File: src/rtl/usbhp_pkg.sv
package usbhp_pkg;

    localparam int NUM_FLAGS = 5;
    localparam int FLG_CONN  = 0;
    localparam int FLG_DISC  = 1;
    localparam int FLG_DBNC  = 2;
    localparam int FLG_SEND  = 3;
    localparam int FLG_PENC  = 4;

    typedef enum logic [1:0] {
        SPD_NONE = 2'b00,
        SPD_FULL = 2'b01,
        SPD_LOW  = 2'b10
    } speed_e;

    typedef enum logic [1:0] {
        PS_IDLE    = 2'b00,
        PS_RESET   = 2'b01,
        PS_ENABLED = 2'b10
    } port_state_e;

    typedef struct packed {
        logic dm_up;
        logic dp_up;
    } line_t;

    // Packed so that conn sits at bit 0 and penc at bit 4.
    typedef struct packed {
        logic penc;
        logic send;
        logic dbnc;
        logic disc;
        logic conn;
    } flag_evt_t;

    function automatic logic line_present(input line_t l);
        return l.dp_up | l.dm_up;
    endfunction

    function automatic speed_e line_speed(input line_t l);
        if (l.dp_up)      return SPD_FULL;
        else if (l.dm_up) return SPD_LOW;
        else              return SPD_NONE;
    endfunction

endpackage

File: src/rtl/usbhp_attach.sv
module usbhp_attach
    import usbhp_pkg::*;
#(
    parameter int DBNC_TICKS = 8
) (
    input  logic   clk,
    input  logic   rst,
    input  logic   otg_proto_en,
    input  logic   vbus_valid,
    input  logic   pwr_on,
    input  line_t  line,
    input  logic   dbnc_tick,
    output logic   connected,
    output logic   debounced,
    output speed_e det_speed,
    output logic   conn_evt,
    output logic   disc_evt,
    output logic   dbnc_evt
);

    localparam int            CW   = $clog2(DBNC_TICKS + 1);
    localparam logic [CW-1:0] LAST = CW'(DBNC_TICKS - 1);

    logic [CW-1:0] cnt_q;
    line_t         ref_q;
    logic          gate_ok;
    logic          line_chg;

    always_comb begin
        gate_ok  = !otg_proto_en || vbus_valid;
        conn_evt = !connected && pwr_on && gate_ok && line_present(line);
        disc_evt = connected && (!pwr_on || !line_present(line));
        line_chg = connected && !debounced && !disc_evt && (line != ref_q);
        dbnc_evt = connected && !debounced && !disc_evt && !line_chg &&
                   dbnc_tick && (cnt_q == LAST);
    end

    always_ff @(posedge clk) begin
        if (rst) begin
            connected <= 1'b0;
            debounced <= 1'b0;
            det_speed <= SPD_NONE;
            cnt_q     <= '0;
            ref_q     <= '0;
        end else if (conn_evt) begin
            connected <= 1'b1;
            debounced <= 1'b0;
            cnt_q     <= '0;
            ref_q     <= line;
        end else if (disc_evt) begin
            connected <= 1'b0;
            debounced <= 1'b0;
            det_speed <= SPD_NONE;
            cnt_q     <= '0;
        end else if (connected && !debounced) begin
            if (line_chg) begin
                ref_q <= line;
                cnt_q <= '0;
            end else if (dbnc_evt) begin
                debounced <= 1'b1;
                det_speed <= line_speed(ref_q);
            end else if (dbnc_tick) begin
                cnt_q <= cnt_q + 1'b1;
            end
        end
    end

    AST_ATTACH_GATED: assert property (@(posedge clk) disable iff (rst)
        $rose(connected) |-> (!$past(otg_proto_en) || $past(vbus_valid)));
    AST_DBNC_NEEDS_LINK: assert property (@(posedge clk) disable iff (rst)
        debounced |-> connected);
    AST_DBNC_HAS_SPEED: assert property (@(posedge clk) disable iff (rst)
        debounced |-> (det_speed != SPD_NONE));

endmodule

File: src/rtl/usbhp_port_fsm.sv
module usbhp_port_fsm
    import usbhp_pkg::*;
(
    input  logic   clk,
    input  logic   rst,
    input  logic   connected,
    input  logic   disc_evt,
    input  logic   debounced,
    input  speed_e det_speed,
    input  logic   prst,
    input  logic   frame_tick,
    output logic   port_enabled,
    output speed_e port_speed,
    output logic   bus_se0,
    output logic   mark_sof,
    output logic   mark_keepalive,
    output logic   pe_evt
);

    port_state_e state_q, state_d;
    speed_e      speed_d;

    always_comb begin
        state_d = state_q;
        speed_d = port_speed;
        pe_evt  = 1'b0;
        if (!connected || disc_evt) begin
            state_d = PS_IDLE;
            speed_d = SPD_NONE;
        end else begin
            case (state_q)
                PS_IDLE: begin
                    if (prst && debounced) state_d = PS_RESET;
                end
                PS_RESET: begin
                    if (!prst) begin
                        state_d = PS_ENABLED;
                        speed_d = det_speed;
                        pe_evt  = 1'b1;
                    end
                end
                PS_ENABLED: begin
                    if (prst) begin
                        state_d = PS_RESET;
                        speed_d = SPD_NONE;
                    end
                end
                default: state_d = PS_IDLE;
            endcase
        end
    end

    always_ff @(posedge clk) begin
        if (rst) begin
            state_q        <= PS_IDLE;
            port_speed     <= SPD_NONE;
            mark_sof       <= 1'b0;
            mark_keepalive <= 1'b0;
        end else begin
            state_q        <= state_d;
            port_speed     <= speed_d;
            mark_sof       <= frame_tick && (state_q == PS_ENABLED) &&
                              (port_speed == SPD_FULL);
            mark_keepalive <= frame_tick && (state_q == PS_ENABLED) &&
                              (port_speed == SPD_LOW);
        end
    end

    assign port_enabled = (state_q == PS_ENABLED);
    assign bus_se0      = (state_q == PS_RESET);

    AST_SE0_AFTER_DBNC: assert property (@(posedge clk) disable iff (rst)
        bus_se0 |-> debounced);
    AST_ENABLE_SPEED: assert property (@(posedge clk) disable iff (rst)
        port_enabled |-> (port_speed != SPD_NONE));
    AST_MARK_EXCL: assert property (@(posedge clk) disable iff (rst)
        !(mark_sof && mark_keepalive));
    AST_MARK_ONLY_ENABLED: assert property (@(posedge clk) disable iff (rst)
        (mark_sof || mark_keepalive) |-> $past(port_enabled));

endmodule

File: src/rtl/usbhp_flags.sv
module usbhp_flags
    import usbhp_pkg::*;
(
    input  logic                 clk,
    input  logic                 rst,
    input  flag_evt_t            evt,
    input  logic                 sess_end,
    input  logic                 pwr_on,
    input  logic [NUM_FLAGS-1:0] flag_clr,
    input  logic [NUM_FLAGS-1:0] irq_mask,
    output logic [NUM_FLAGS-1:0] flags,
    output logic                 irq
);

    logic                 sess_q;
    logic [NUM_FLAGS-1:0] set_v;
    logic [NUM_FLAGS-1:0] masked;
    flag_evt_t            evt_all;

    always_comb begin
        evt_all      = evt;
        evt_all.send = sess_end && !sess_q && pwr_on;
        set_v        = evt_all;
    end

    always_ff @(posedge clk) begin
        if (rst) begin
            sess_q <= 1'b1;
            flags  <= '0;
        end else begin
            sess_q <= sess_end;
            for (int b = 0; b < NUM_FLAGS; b++) begin
                if (set_v[b])         flags[b] <= 1'b1;
                else if (flag_clr[b]) flags[b] <= 1'b0;
            end
        end
    end

    for (genvar g = 0; g < NUM_FLAGS; g++) begin : g_mask
        assign masked[g] = flags[g] & irq_mask[g];
    end

    assign irq = |masked;

    AST_FLAG_STICKY: assert property (@(posedge clk) disable iff (rst)
        (flag_clr == '0) |=> ((flags & $past(flags)) == $past(flags)));
    AST_IRQ_MASKED: assert property (@(posedge clk) disable iff (rst)
        (irq_mask == '0) |-> !irq);

endmodule

File: src/rtl/usb_host_port_ctrl.sv
module usb_host_port_ctrl
    import usbhp_pkg::*;
#(
    parameter int DBNC_TICKS = 8
) (
    input  logic       clk,
    input  logic       rst,
    input  logic       otg_proto_en,
    input  logic       vbus_valid,
    input  logic       sess_end,
    input  logic       dp_pullup,
    input  logic       dm_pullup,
    input  logic       dbnc_tick,
    input  logic       frame_tick,
    input  logic       pwr_on,
    input  logic       prst,
    input  logic [4:0] flag_clr,
    input  logic [4:0] irq_mask,
    output logic [4:0] flags,
    output logic       irq,
    output logic       port_connected,
    output logic       port_enabled,
    output logic [1:0] port_speed,
    output logic       bus_se0,
    output logic       mark_sof,
    output logic       mark_keepalive
);

    line_t     line;
    logic      debounced;
    speed_e    det_speed;
    speed_e    spd;
    logic      conn_evt, disc_evt, dbnc_evt, pe_evt;
    flag_evt_t evt;

    always_comb begin
        line.dp_up = dp_pullup;
        line.dm_up = dm_pullup;
        evt        = '0;
        evt.conn   = conn_evt;
        evt.disc   = disc_evt;
        evt.dbnc   = dbnc_evt;
        evt.penc   = pe_evt;
    end

    usbhp_attach #(.DBNC_TICKS(DBNC_TICKS)) u_attach (
        .clk          (clk),
        .rst          (rst),
        .otg_proto_en (otg_proto_en),
        .vbus_valid   (vbus_valid),
        .pwr_on       (pwr_on),
        .line         (line),
        .dbnc_tick    (dbnc_tick),
        .connected    (port_connected),
        .debounced    (debounced),
        .det_speed    (det_speed),
        .conn_evt     (conn_evt),
        .disc_evt     (disc_evt),
        .dbnc_evt     (dbnc_evt)
    );

    usbhp_port_fsm u_port (
        .clk            (clk),
        .rst            (rst),
        .connected      (port_connected),
        .disc_evt       (disc_evt),
        .debounced      (debounced),
        .det_speed      (det_speed),
        .prst           (prst),
        .frame_tick     (frame_tick),
        .port_enabled   (port_enabled),
        .port_speed     (spd),
        .bus_se0        (bus_se0),
        .mark_sof       (mark_sof),
        .mark_keepalive (mark_keepalive),
        .pe_evt         (pe_evt)
    );

    usbhp_flags u_flags (
        .clk      (clk),
        .rst      (rst),
        .evt      (evt),
        .sess_end (sess_end),
        .pwr_on   (pwr_on),
        .flag_clr (flag_clr),
        .irq_mask (irq_mask),
        .flags    (flags),
        .irq      (irq)
    );

    assign port_speed = spd;

endmodule

File: config.mk
export PLATFORM = sky130hd
export DESIGN_NAME = usb_host_port_ctrl
export DESIGN_NICKNAME = d
export VERILOG_FILES = /design/src/rtl/usbhp_pkg.sv /design/src/rtl/usbhp_attach.sv /design/src/rtl/usbhp_port_fsm.sv /design/src/rtl/usbhp_flags.sv /design/src/rtl/usb_host_port_ctrl.sv
export SDC_FILE = /design/constraint.sdc
export NUM_CORES = 1
export LEC_CHECK = 0
export ABC_AREA = 1
export BUFFER_PORTS_ARGS = -buffer_cell sky130_fd_sc_hd__buf_2
export CAP_MARGIN = 15
export CELL_PAD_IN_SITES_DETAIL_PLACEMENT = 1
export CELL_PAD_IN_SITES_GLOBAL_PLACEMENT = 1
export CORE_UTILIZATION = 35
export DETAILED_ROUTE_END_ITERATION = 6
export PLACE_DENSITY_LB_ADDON = 0.15
export SLEW_MARGIN = 10
export SYNTH_ARGS = -nofsm -noshare
export SYNTH_HDL_FRONTEND = slang
export SYNTH_HIERARCHICAL = 1
export SYNTH_SLANG_ARGS = --single-unit
File: constraint.sdc
create_clock -name clk -period 1.4 [get_ports clk]
set_input_delay 0.07 -clock clk [delete_from_list [all_inputs] [get_ports clk]]
set_output_delay 0.07 -clock clk [all_outputs]
set_load 0.01 [all_outputs]
==> results of run 1 <==
==> power breakdown <==
part | leakage (nW) | switching, W | internal [W]
registers | 0.180 | 0.0000158 | 0.000642
logic | 0.578 | 0.000123 | 0.0000840
clock network | 0.0279 | 0.000205 | 0.000289
total | 0.786 | 0.000344 | 0.00102
==> cells in the final DEF, fill, tap and decap left out, types with 2 or more instances in the layout <==
master / count
sky130_fd_sc_hd__o21ai_0: 2
sky130_fd_sc_hd__nor2_1: 31
sky130_fd_sc_hd__nand2_4: 5
sky130_fd_sc_hd__dfxtp_1: 18
sky130_fd_sc_hd__nand2_1: 34
sky130_fd_sc_hd__dfxtp_2: 4
sky130_fd_sc_hd__nand2_2: 4
sky130_fd_sc_hd__o21ai_1: 4
sky130_fd_sc_hd__buf_4: 4
sky130_fd_sc_hd__inv_2: 3
sky130_fd_sc_hd__inv_1: 25
sky130_fd_sc_hd__a21oi_1: 10
sky130_fd_sc_hd__clkbuf_4: 3
sky130_fd_sc_hd__dlygate4sd3_1: 3
sky130_fd_sc_hd__buf_2: 33
sky130_fd_sc_hd__nor2_4: 3
sky130_fd_sc_hd__nand3_1: 12
sky130_fd_sc_hd__nor2_8: 3
==> metrics by stage <==
step | std cells | utilization [%] | hold WS [ns] | TNS (ns)
floorplan | 170 | - | 0.139 | 0
global placement | 249 | 45.8 | 0.265 | 0
detailed placement | 249 | 45.8 | 0.270 | 0
CTS | 256 | 48.5 | 0.0208 | 0
global route | 258 | 49.5 | 0.0264 | -0.00202
finish | 258 | 49.5 | 0.0208 | 0
==> what timing repair did <==
action,CTS,global route
endpoints found under the setup margin,1,4
hold buffers,3,0
pin swaps,0,1
buffers inserted,0,2
endpoints found under the hold margin,4,0
gates resized for setup,1,5
==> cell type report <==
class	instances	area, µm²	share of cell area, %
Tap cell	44	55.1	3.53
Clock buffer	3	22.5	1.44
Clock inverter	1	30.0	1.92
Sequential cell	22	445	28.5
Inverter	30	115	7.38
Timing Repair Buffer	40	225	14.4
Multi-Input combinational cell	118	667	42.7
==> flip-flops by register name, summed over array words and instances, names as in the netlist <==
signal and count:
u_port/state_q 2, u_attach/ref_q 2, u_attach/connected 1, u_flags/flags 5, u_port/mark_sof 1, u_attach/det_speed 2, u_port/mark_keepalive 1, u_port/port_speed 2
u_attach/debounced 1, u_flags/sess_q 1, u_attach/cnt_q 4
==> worst register-to-register path, cell delays in order, from the launching register on <==
cell                      delay (ns)
sky130_fd_sc_hd__dfxtp_2        0.41
sky130_fd_sc_hd__ha_4           0.15
sky130_fd_sc_hd__nand2_1        0.09
sky130_fd_sc_hd__nor2_4         0.13
sky130_fd_sc_hd__nand3_4        0.13
sky130_fd_sc_hd__nand2_4        0.10
sky130_fd_sc_hd__nand2_4        0.06
sky130_fd_sc_hd__nand2_1        0.06
sky130_fd_sc_hd__nand2_1        0.05
sky130_fd_sc_hd__nor2_1         0.09
==> per-layer routing <==
metal | vias to the layer above | part of all wire (%) | global-route usage (%)
met2 | 26 | 52 | 32.3
met4 | 0 | 0.60 | 3.90
met1 | 541 | 43 | 19.1
li1 | 605 | - | -
met3 | 2 | 4.8 | 2.77
met5 | - | 0 | 0
==> final timing paths <==
check                            start               endpoint  cells after the start
hold / removal               dm_pullup      u_attach/ref_q[1]                      3
hold reg to reg   u_port/port_speed[1]  u_port/mark_keepalive                      2
setup reg to reg     u_attach/cnt_q[0]      u_attach/cnt_q[2]                      9
setup / recovery     u_attach/cnt_q[0]      u_attach/cnt_q[2]                      9
==> results.txt, run 1 <==
----------------------------------------------------
[Job]
  Max Cap Viol ... 0

[Die]
  Initial core utilization ... a little under two fifths
  Area enclosed by the die boundary ... about 3700 µm²
  Number of ports placed on the die boundary ... 34
  Die Y ... 60.8 µm
  Die Width ... between 60 and 70 µm
  Area inside the core boundary ... between 3000 and 4000 µm²
  Placement row count ... 20

[Routing]
  First-pass DRT Iterations ... 4
  Via/cell ratio ... approximately 4.6
  Final WL ... around 3000 µm
  Vias ... about 1,200
  Count of antenna-violating nets left after detailed routing ... 0
  Number of remaining DRC errors ... 0
  Routed length per placed instance ... ~12 µm
  Count of routing violations after the opening detailed-route iteration ... 24

[STA]
  Headroom to the max-slew limit ... between 80% and 90%
  F_max ... between 700 and 800 MHz
  Period Utilization, post-route ... between 90% and 100%
  # setup viols final ... 0
  Number of pins with negative max-slew slack in the final report ... 0
  Final worst clock skew ... roughly 0.0015 ns
  Worst-Margin Slew ... approximately 0.24 ns
  Final Hold Violating Endpoints ... 0
  Final worst setup slack ... 0.0749 ns
  Min Tclk post-route ... about 1.3 ns

[Setup path]
  Worst endpoint required time ... between 1.5 and 2 ns
  Worst path cell trace ... ha_4, nand2_1, nor2_4, nand3_4, nand2_4, nand2_4, nand2_1, nand2_1, nor2_1
  Critical Path Sink Type ... register
  Delay contributed by the slowest stage of the critical path ... just over 0.4 ns
  Register-to-register setup slack ... 0.07 ns
  Critical path arrival ... 1.58 ns
  Element type at the critical path start ... register
  Crit path kind ... reg -> reg
  Library cell contributing the largest single delay on the critical path ... sky130_fd_sc_hd__dfxtp_2
  Critical-path maximum fanout ... 5
  Buf+Inv Stages, Crit Path ... 0
  Most numerous cell on the critical path ... sky130_fd_sc_hd__nand2_1
  Cell family contributing the most delay on the critical path ... simple AND/OR/NAND/NOR gates

[Cells and area]
  Number of filler instances in the final layout ... around 430
  Layout Cell Area excl Fill ... 1560 µm²
  Post-layout net count ... roughly 240
  Antenna diode count ... 0
  Layout cell share with drive strength beyond 1 ... between 30% and 40%
  Signed area change from the synthesized netlist to the final layout ... 29.0%

[Power and ir drop]
  Power after layout ... approximately 0.0014 W
  IR Drop Worst-Case VDD ... just under 0.0004 V
  Leakage power summed over all cells ... about 0.8 nW
  Power density over the cells ... between 800 and 900 nW/µm²

[Clock network]
  Number of buffers created by CTS ... 3
  Clock edge transition at the registers on the reported setup and hold paths ... approximately 0.13 ns
  Clock tree buffer depth ... 2
  TritonCTS clock tree ... done
  Clk root buf ... sky130_fd_sc_hd__clkbuf_4
  # H-tree levels ... 1
  TritonCTS Sinks ... 22
  Worst skew pair latency ... 0.30 ns

[Synthesis]
  Cells after synthesis ... 170
  Average cell area after synthesis ... 7.12 µm²
  Number of nets produced by synthesis ... between 150 and 200
  Yosys synthesis warning count ... 6
  Combined area of all synthesized cells ... 1210 µm²

[Run status]
  Status ... finished, final reports clean

[GRT]
  First-pass GRT wire length ... 4600 µm
  GRT Resource Usage Total ... between 10% and 20%
  Vias in the first global route ... 1,101
  Maximum number of pins on one net before global-route repair ... 14
  Total gr overflow ... 0
  Antenna violations before repair ... 0

[Placement]
  HPWL after detailed placement ... ~2400 µm
  GPL Wtd Cong ... between 0.8 and 0.9
  Setup Slack @ Placement ... a little over 0.02 ns
  IO Port Bufs ... 33
  Total placed instance area ... roughly 1400 µm²

[Min path]
  HP Class ... in -> reg

----------------------------------------------------
(Power assumes the default switching activity.)
==> inputs of run 2 (changes only) <==
--- a/config.mk
+++ b/config.mk
@@ -8,11 +8,9 @@
 export ABC_AREA = 1
 export BUFFER_PORTS_ARGS = -buffer_cell sky130_fd_sc_hd__buf_2
 export CAP_MARGIN = 15
-export CELL_PAD_IN_SITES_DETAIL_PLACEMENT = 1
-export CELL_PAD_IN_SITES_GLOBAL_PLACEMENT = 1
-export CORE_UTILIZATION = 35
+export CORE_UTILIZATION = 51
 export DETAILED_ROUTE_END_ITERATION = 6
-export PLACE_DENSITY_LB_ADDON = 0.15
+export PLACE_DENSITY_LB_ADDON = 0.2
 export SLEW_MARGIN = 10
 export SYNTH_ARGS = -nofsm -noshare
 export SYNTH_HDL_FRONTEND = slang
==> results.txt, run 2 (synthesized netlist as in run 1, its figures left out) <==
----------------------------------------------------
[Clock network]
  TritonCTS clock tree ... done
  Number of buffers created by CTS ... 3
  Clock tree buffer depth ... 2
  Worst skew pair latency ... around 0.3 ns
  Clock edge transition at the registers on the reported setup and hold paths ... approximately 0.13 ns
  Clk root buf ... sky130_fd_sc_hd__clkbuf_4
  TritonCTS Sinks ... 22
  # H-tree levels ... 1

[Power and ir drop]
  Leakage power summed over all cells ... about 0.77 nW
  IR Drop Worst-Case VDD ... ~0.0005 V
  Power after layout ... 0.00134 W
  Part of the total power dissipated in the clock network ... a little over a third
  Switching power ... roughly 0.00033 W
  Power density over the cells ... slightly below 900 nW/µm²
  Combinational share of power ... between 10% and 20%
  Share of power burned in registers ... around half
  Internal cell power ... 0.00101 W
  Switching Fraction ... roughly 24%

[Routing]
  Count of routing violations after the opening detailed-route iteration ... 18
  Vias ... around 1,100
  Via/cell ratio ... around 4.7
  Routed length per placed instance ... 9.89 µm
  Count of antenna-violating nets left after detailed routing ... 0
  First-pass DRT Iterations ... 4
  Final WL ... about 2400 µm
  Number of remaining DRC errors ... 0

[STA]
  Final Hold Violating Endpoints ... 0
  Worst-Margin Slew ... about 0.25 ns
  Period Utilization, post-route ... about nine tenths
  Number of pins with negative max-slew slack in the final report ... 0
  F_max ... 777 MHz
  Final worst setup slack ... approximately 0.11 ns
  Min Tclk post-route ... ~1.3 ns
  RSZ-0062 raised after global routing ... no
  Headroom to the max-slew limit ... between 80% and 90%
  Final worst clock skew ... a little over 0.005 ns
  # setup viols final ... 0
  Setup TNS ... 0 ns

[Die]
  Area enclosed by the die boundary ... approximately 2600 µm²
  Die Y ... approximately 50 µm
  Placement row count ... 17
  Initial core utilization ... between 50% and 60%
  Area inside the core boundary ... between 2000 and 2500 µm²
  Number of ports placed on the die boundary ... 34
  Die Width ... approximately 51 µm

[Cells and area]
  Most frequent cells in the layout ... 34 x sky130_fd_sc_hd__nand2_1, 33 x sky130_fd_sc_hd__buf_2, 31 x sky130_fd_sc_hd__nor2_1
  Number of filler instances in the final layout ... approximately 210
  Post-layout net count ... 234
  Most common cell after layout, fill and taps aside ... sky130_fd_sc_hd__nand2_1
  Final core occ ... between 60% and 70%
  Registers with the most flip-flops ... u_flags/flags x5, u_attach/cnt_q x4
  Storage element area ... roughly 440 µm²
  Layout cell share with drive strength beyond 1 ... 30.8%
  Layout Cell Area excl Fill ... about 1500 µm²
  Area used by multi-input combinational logic ... about 670 µm²
  Flip-flop count of the largest register after layout ... 5
  Top register by number of flip-flops ... u_flags/flags
  Signed area change from the synthesized netlist to the final layout ... 25.2%
  Antenna diode count ... 0

[Setup path]
  Number of cells traversed by the worst register-to-register path ... 9
  Crit path kind ... reg -> reg
  Library cell contributing the largest single delay on the critical path ... sky130_fd_sc_hd__dfxtp_1
  Critical Path Sink Type ... register
  Worst path cell trace ... inv_2, nor2_8, inv_4, nor2_8, nand2_4, nand2_4, inv_2, nor2_1, nor2_1
  Element type at the critical path start ... register
  Worst endpoint required time ... roughly 1.6 ns
  Critical path arrival ... about 1.5 ns
  Critical-path maximum fanout ... 6
  Delay contributed by the slowest stage of the critical path ... 0.45 ns

[GRT]
  Maximum number of pins on one net before global-route repair ... 14
  Total gr overflow ... 0
  Vias in the first global route ... approximately 1,100
  First-pass GRT wire length ... between 4000 and 5000 µm
  GRT Resource Usage Total ... approximately 21%
  Antenna violations before repair ... 0

[Run status]
  Status ... finished, final reports clean

[Min path]
  Cell depth of the worst min-delay path ... 3
  HP Class ... in -> reg

[Job]
  Max Cap Viol ... 0

[Placement]
  HPWL after detailed placement ... 1940 µm
  IO Port Bufs ... 33
  Setup Slack @ Placement ... approximately 0.067 ns
  Total placed instance area ... 1420 µm²
  GPL Wtd Cong ... ~0.84

----------------------------------------------------
==> run 2: changes by cell type in the layout (fill, tap and decap cells not counted) <==
cell and delta:
sky130_fd_sc_hd__buf_4 -3, sky130_fd_sc_hd__dfxtp_1 +2, sky130_fd_sc_hd__dfxtp_2 -2
==> run 2: metal layers <==
metal	global-route usage [%]	part of all wire (%)	wire length (µm)	vias to the layer above
li1	-	-	-	603
met1	25.3	45	1060	483
met2	39.8	50	1190	22
met3	2.73	3.6	84	4
met4	6.48	0.97	23	0
met5	0	0	0	-
==> run 2: critical path, delay by kind of cell, from the launching register on <==
kind / cells / cell delay, ns
flops: 1 / 0.45
buf+inv: 3 / 0.20
simple gates: 6 / 0.54
==> run 2: power groups by stage <==
stage	clock (W)	sequential [W]	combinational, W
floorplan	0	0.000669	0.000125
global placement	0	0.000670	0.000188
detailed placement	0	0.000670	0.000192
CTS	0.000497	0.000656	0.000200
global route	0.000514	0.000660	0.000225
finish	0.000484	0.000657	0.000199
==> run 2: worst paths after layout <==
| path | start | endpoint | slack [ns] |
|---|---|---|---|
| worst min-delay path | prst | u_port/state_q[0] | 0.03 |
| worst min register to register | u_attach/det_speed[1] | u_port/port_speed[1] | 0.48 |
| worst max register to register | u_attach/connected | u_attach/ref_q[1] | 0.11 |
| worst max-delay path | u_attach/connected | u_attach/ref_q[1] | 0.11 |
==> run 2: area by class of cell <==
cell class	instances	area share, %
well taps	28	2.31
multi-input cells	118	44.0
clock buffers	3	1.49
flip-flops and latches	22	29.2
inverters	30	7.60
clock inverters	1	1.98
repair buffers	37	13.4
==> run 2: timing repair <==
item                                    CTS  global route
hold endpoints to repair                  4             0
hold buffers                              3             0
gates resized for setup                   0             4
endpoints found under the setup margin    0             8
buffers inserted                          0             0
==> run 2: through the flow <==
| stage | std cells | hold WS [ns] |
|---|---|---|
| global placement | 232 | 0.264 |
| CTS | 239 | 0.0162 |
| floorplan | 170 | 0.139 |
| finish | 239 | 0.0296 |
| detailed placement | 232 | 0.270 |
| global route | 239 | 0.0271 |
==> inputs of run 3 (changes only) <==
--- a/config.mk
+++ b/config.mk
@@ -6,10 +6,10 @@
 export NUM_CORES = 1
 export LEC_CHECK = 0
 export ABC_AREA = 1
-export BUFFER_PORTS_ARGS = -buffer_cell sky130_fd_sc_hd__buf_2
 export CAP_MARGIN = 15
-export CORE_UTILIZATION = 51
+export CORE_UTILIZATION = 60
 export DETAILED_ROUTE_END_ITERATION = 6
+export DONT_BUFFER_PORTS = 1
 export PLACE_DENSITY_LB_ADDON = 0.2
 export SLEW_MARGIN = 10
 export SYNTH_ARGS = -nofsm -noshare
==> results.txt, run 3 (synthesized netlist as in run 1, its figures left out) <==
----------------------------------------------------
[GRT]
  First-pass GRT wire length ... 3920 µm
  Antenna violations before repair ... 0
  GRT Resource Usage Total ... between 20 and 25%
  Maximum number of pins on one net before global-route repair ... 14
  Vias in the first global route ... between 1,000 and 1,500
  Total gr overflow ... 0

[Setup path]
  Worst endpoint required time ... between 1.5 and 2 ns
  Critical-path maximum fanout ... 5
  Element type at the critical path start ... register
  Number of cells traversed by the worst register-to-register path ... 9
  Critical Path Sink Type ... register
  Critical path arrival ... between 1 and 1.5 ns
  Crit path kind ... reg -> reg

[Cells and area]
  Post-layout net count ... 211
  Most frequent cells in the layout ... 34 x sky130_fd_sc_hd__nand2_1, 31 x sky130_fd_sc_hd__nor2_1, 25 x sky130_fd_sc_hd__inv_1
  Number of filler instances in the final layout ... 140
  Area used by multi-input combinational logic ... approximately 650 µm²
  Layout cell share with drive strength beyond 1 ... roughly 17%
  Final core occ ... 79.4%
  Flip-flop count of the largest register after layout ... 5
  Most common cell after layout, fill and taps aside ... sky130_fd_sc_hd__nand2_1
  Registers with the most flip-flops ... u_flags/flags x5, u_attach/cnt_q x4
  Top register by number of flip-flops ... u_flags/flags
  Signed area change from the synthesized netlist to the final layout ... 18.3%
  Storage element area ... roughly 440 µm²
  Antenna diode count ... 0

[Routing]
  Routed length per placed instance ... 12.0 µm
  Number of remaining DRC errors ... 0
  Count of antenna-violating nets left after detailed routing ... 0
  First-pass DRT Iterations ... 4
  Final WL ... 2560 µm
  Via/cell ratio ... roughly 5.2
  Vias ... about 1,100
  Count of routing violations after the opening detailed-route iteration ... 30

[STA]
  F_max ... 778 MHz
  Number of pins with negative max-slew slack in the final report ... 0
  Setup TNS ... 0 ns
  RSZ-0062 raised after global routing ... no
  Final Hold Violating Endpoints ... 0
  Headroom to the max-slew limit ... between 70% and 80%
  # setup viols final ... 0
  Period Utilization, post-route ... between 90 and 100%
  Final worst setup slack ... 0.115 ns
  Worst-Margin Slew ... 0.394 ns
  Min Tclk post-route ... 1.29 ns
  Final worst clock skew ... between 0.004 and 0.005 ns

[Placement]
  Setup Slack @ Placement ... 0.0633 ns
  IO Port Bufs ... 0
  GPL Wtd Cong ... 0.781
  HPWL after detailed placement ... approximately 1800 µm

[Min path]
  Cell depth of the worst min-delay path ... 3
  HP Class ... in -> reg

[Die]
  Number of ports placed on the die boundary ... 34
  Die Width ... ~47 µm
  Area enclosed by the die boundary ... around 2200 µm²
  Area inside the core boundary ... approximately 1800 µm²
  Initial core utilization ... 67.2%
  Die Y ... roughly 47 µm
  Placement row count ... 15

[Job]
  Max Cap Viol ... 0

[Clock network]
  # H-tree levels ... 1
  Number of buffers created by CTS ... 3
  Clock tree buffer depth ... 2
  TritonCTS clock tree ... done
  Worst skew pair latency ... 0.30 ns
  Clock edge transition at the registers on the reported setup and hold paths ... around 0.12 ns
  TritonCTS Sinks ... 22
  Clk root buf ... sky130_fd_sc_hd__clkbuf_4

[Power and ir drop]
  Power after layout ... between 0.001 and 0.0015 W
  Leakage power summed over all cells ... ~0.67 nW
  IR Drop Worst-Case VDD ... 0.000623 V
  Power density over the cells ... between 900 and 1000 nW/µm²

[Run status]
  Status ... finished, final reports clean

----------------------------------------------------
-- run 3: cell types whose count changed in the layout (fill, tap and decap cells not counted), sizes merged --
cell / delta
buf: -32
dlygate4sd3: +9
-- run 3: stage by stage --
stage | std cells | hold slack, ns | cell area [µm²]
after floorplan | 170 | 0.139 | 1210
after global placement | 196 | 0.141 | 1250
after detailed placement | 196 | 0.143 | 1250
after CTS | 212 | 0.0268 | 1420
after global routing | 213 | 0.0874 | 1430
final | 213 | 0.0469 | 1430
-- run 3: worst max-delay path, stage by stage, from the launching register on --
cell                      delay [ns]
sky130_fd_sc_hd__dfxtp_1        0.45
sky130_fd_sc_hd__inv_2          0.10
sky130_fd_sc_hd__nor2_8         0.13
sky130_fd_sc_hd__inv_4          0.08
sky130_fd_sc_hd__nor2_8         0.12
sky130_fd_sc_hd__nand2_4        0.08
sky130_fd_sc_hd__nand2_4        0.07
sky130_fd_sc_hd__inv_2          0.04
sky130_fd_sc_hd__nor2_1         0.07
sky130_fd_sc_hd__nor2_1         0.05
-- run 3: layout make-up --
class / count / share of cell area (%)
multi-input combinational: 118 / 45.7
clock buffer: 3 / 1.57
timing repair buffer: 14 / 9.44
sequential: 22 / 30.9
inverter: 30 / 8.04
tap: 25 / 2.19
clock inverter: 1 / 2.10
-- run 3: power breakdown --
part,internal (W),switching (W),total (W)
sequential,0.000641,0.0000177,0.000659
combinational,0.0000745,0.000108,0.000183
clock,0.000289,0.000185,0.000475
-- run 3: repair_timing --
action | CTS | global route
hold buffers | 12 | 0
endpoints found under the setup margin | 0 | 7
gates resized for setup | 0 | 2
buffers inserted | 0 | 1
hold endpoints to repair | 15 | 0
-- run 3: path summary, 6_finish.rpt --
kind	from	endpoint	slack, ns
max	u_attach/connected	u_attach/ref_q[0]	0.11
min	otg_proto_en	u_attach/connected	0.05
max reg2reg	u_attach/connected	u_attach/ref_q[0]	0.11
min reg2reg	u_attach/det_speed[1]	u_port/port_speed[1]	0.49
-- run 3: metal layers --
metal,vias up,part of all wire [%],track usage (%)
li1,556,-,-
met1,515,40,24.8
met2,39,54,50.6
met3,4,5.2,3.85
met4,0,1.0,9.14
met5,-,0,0
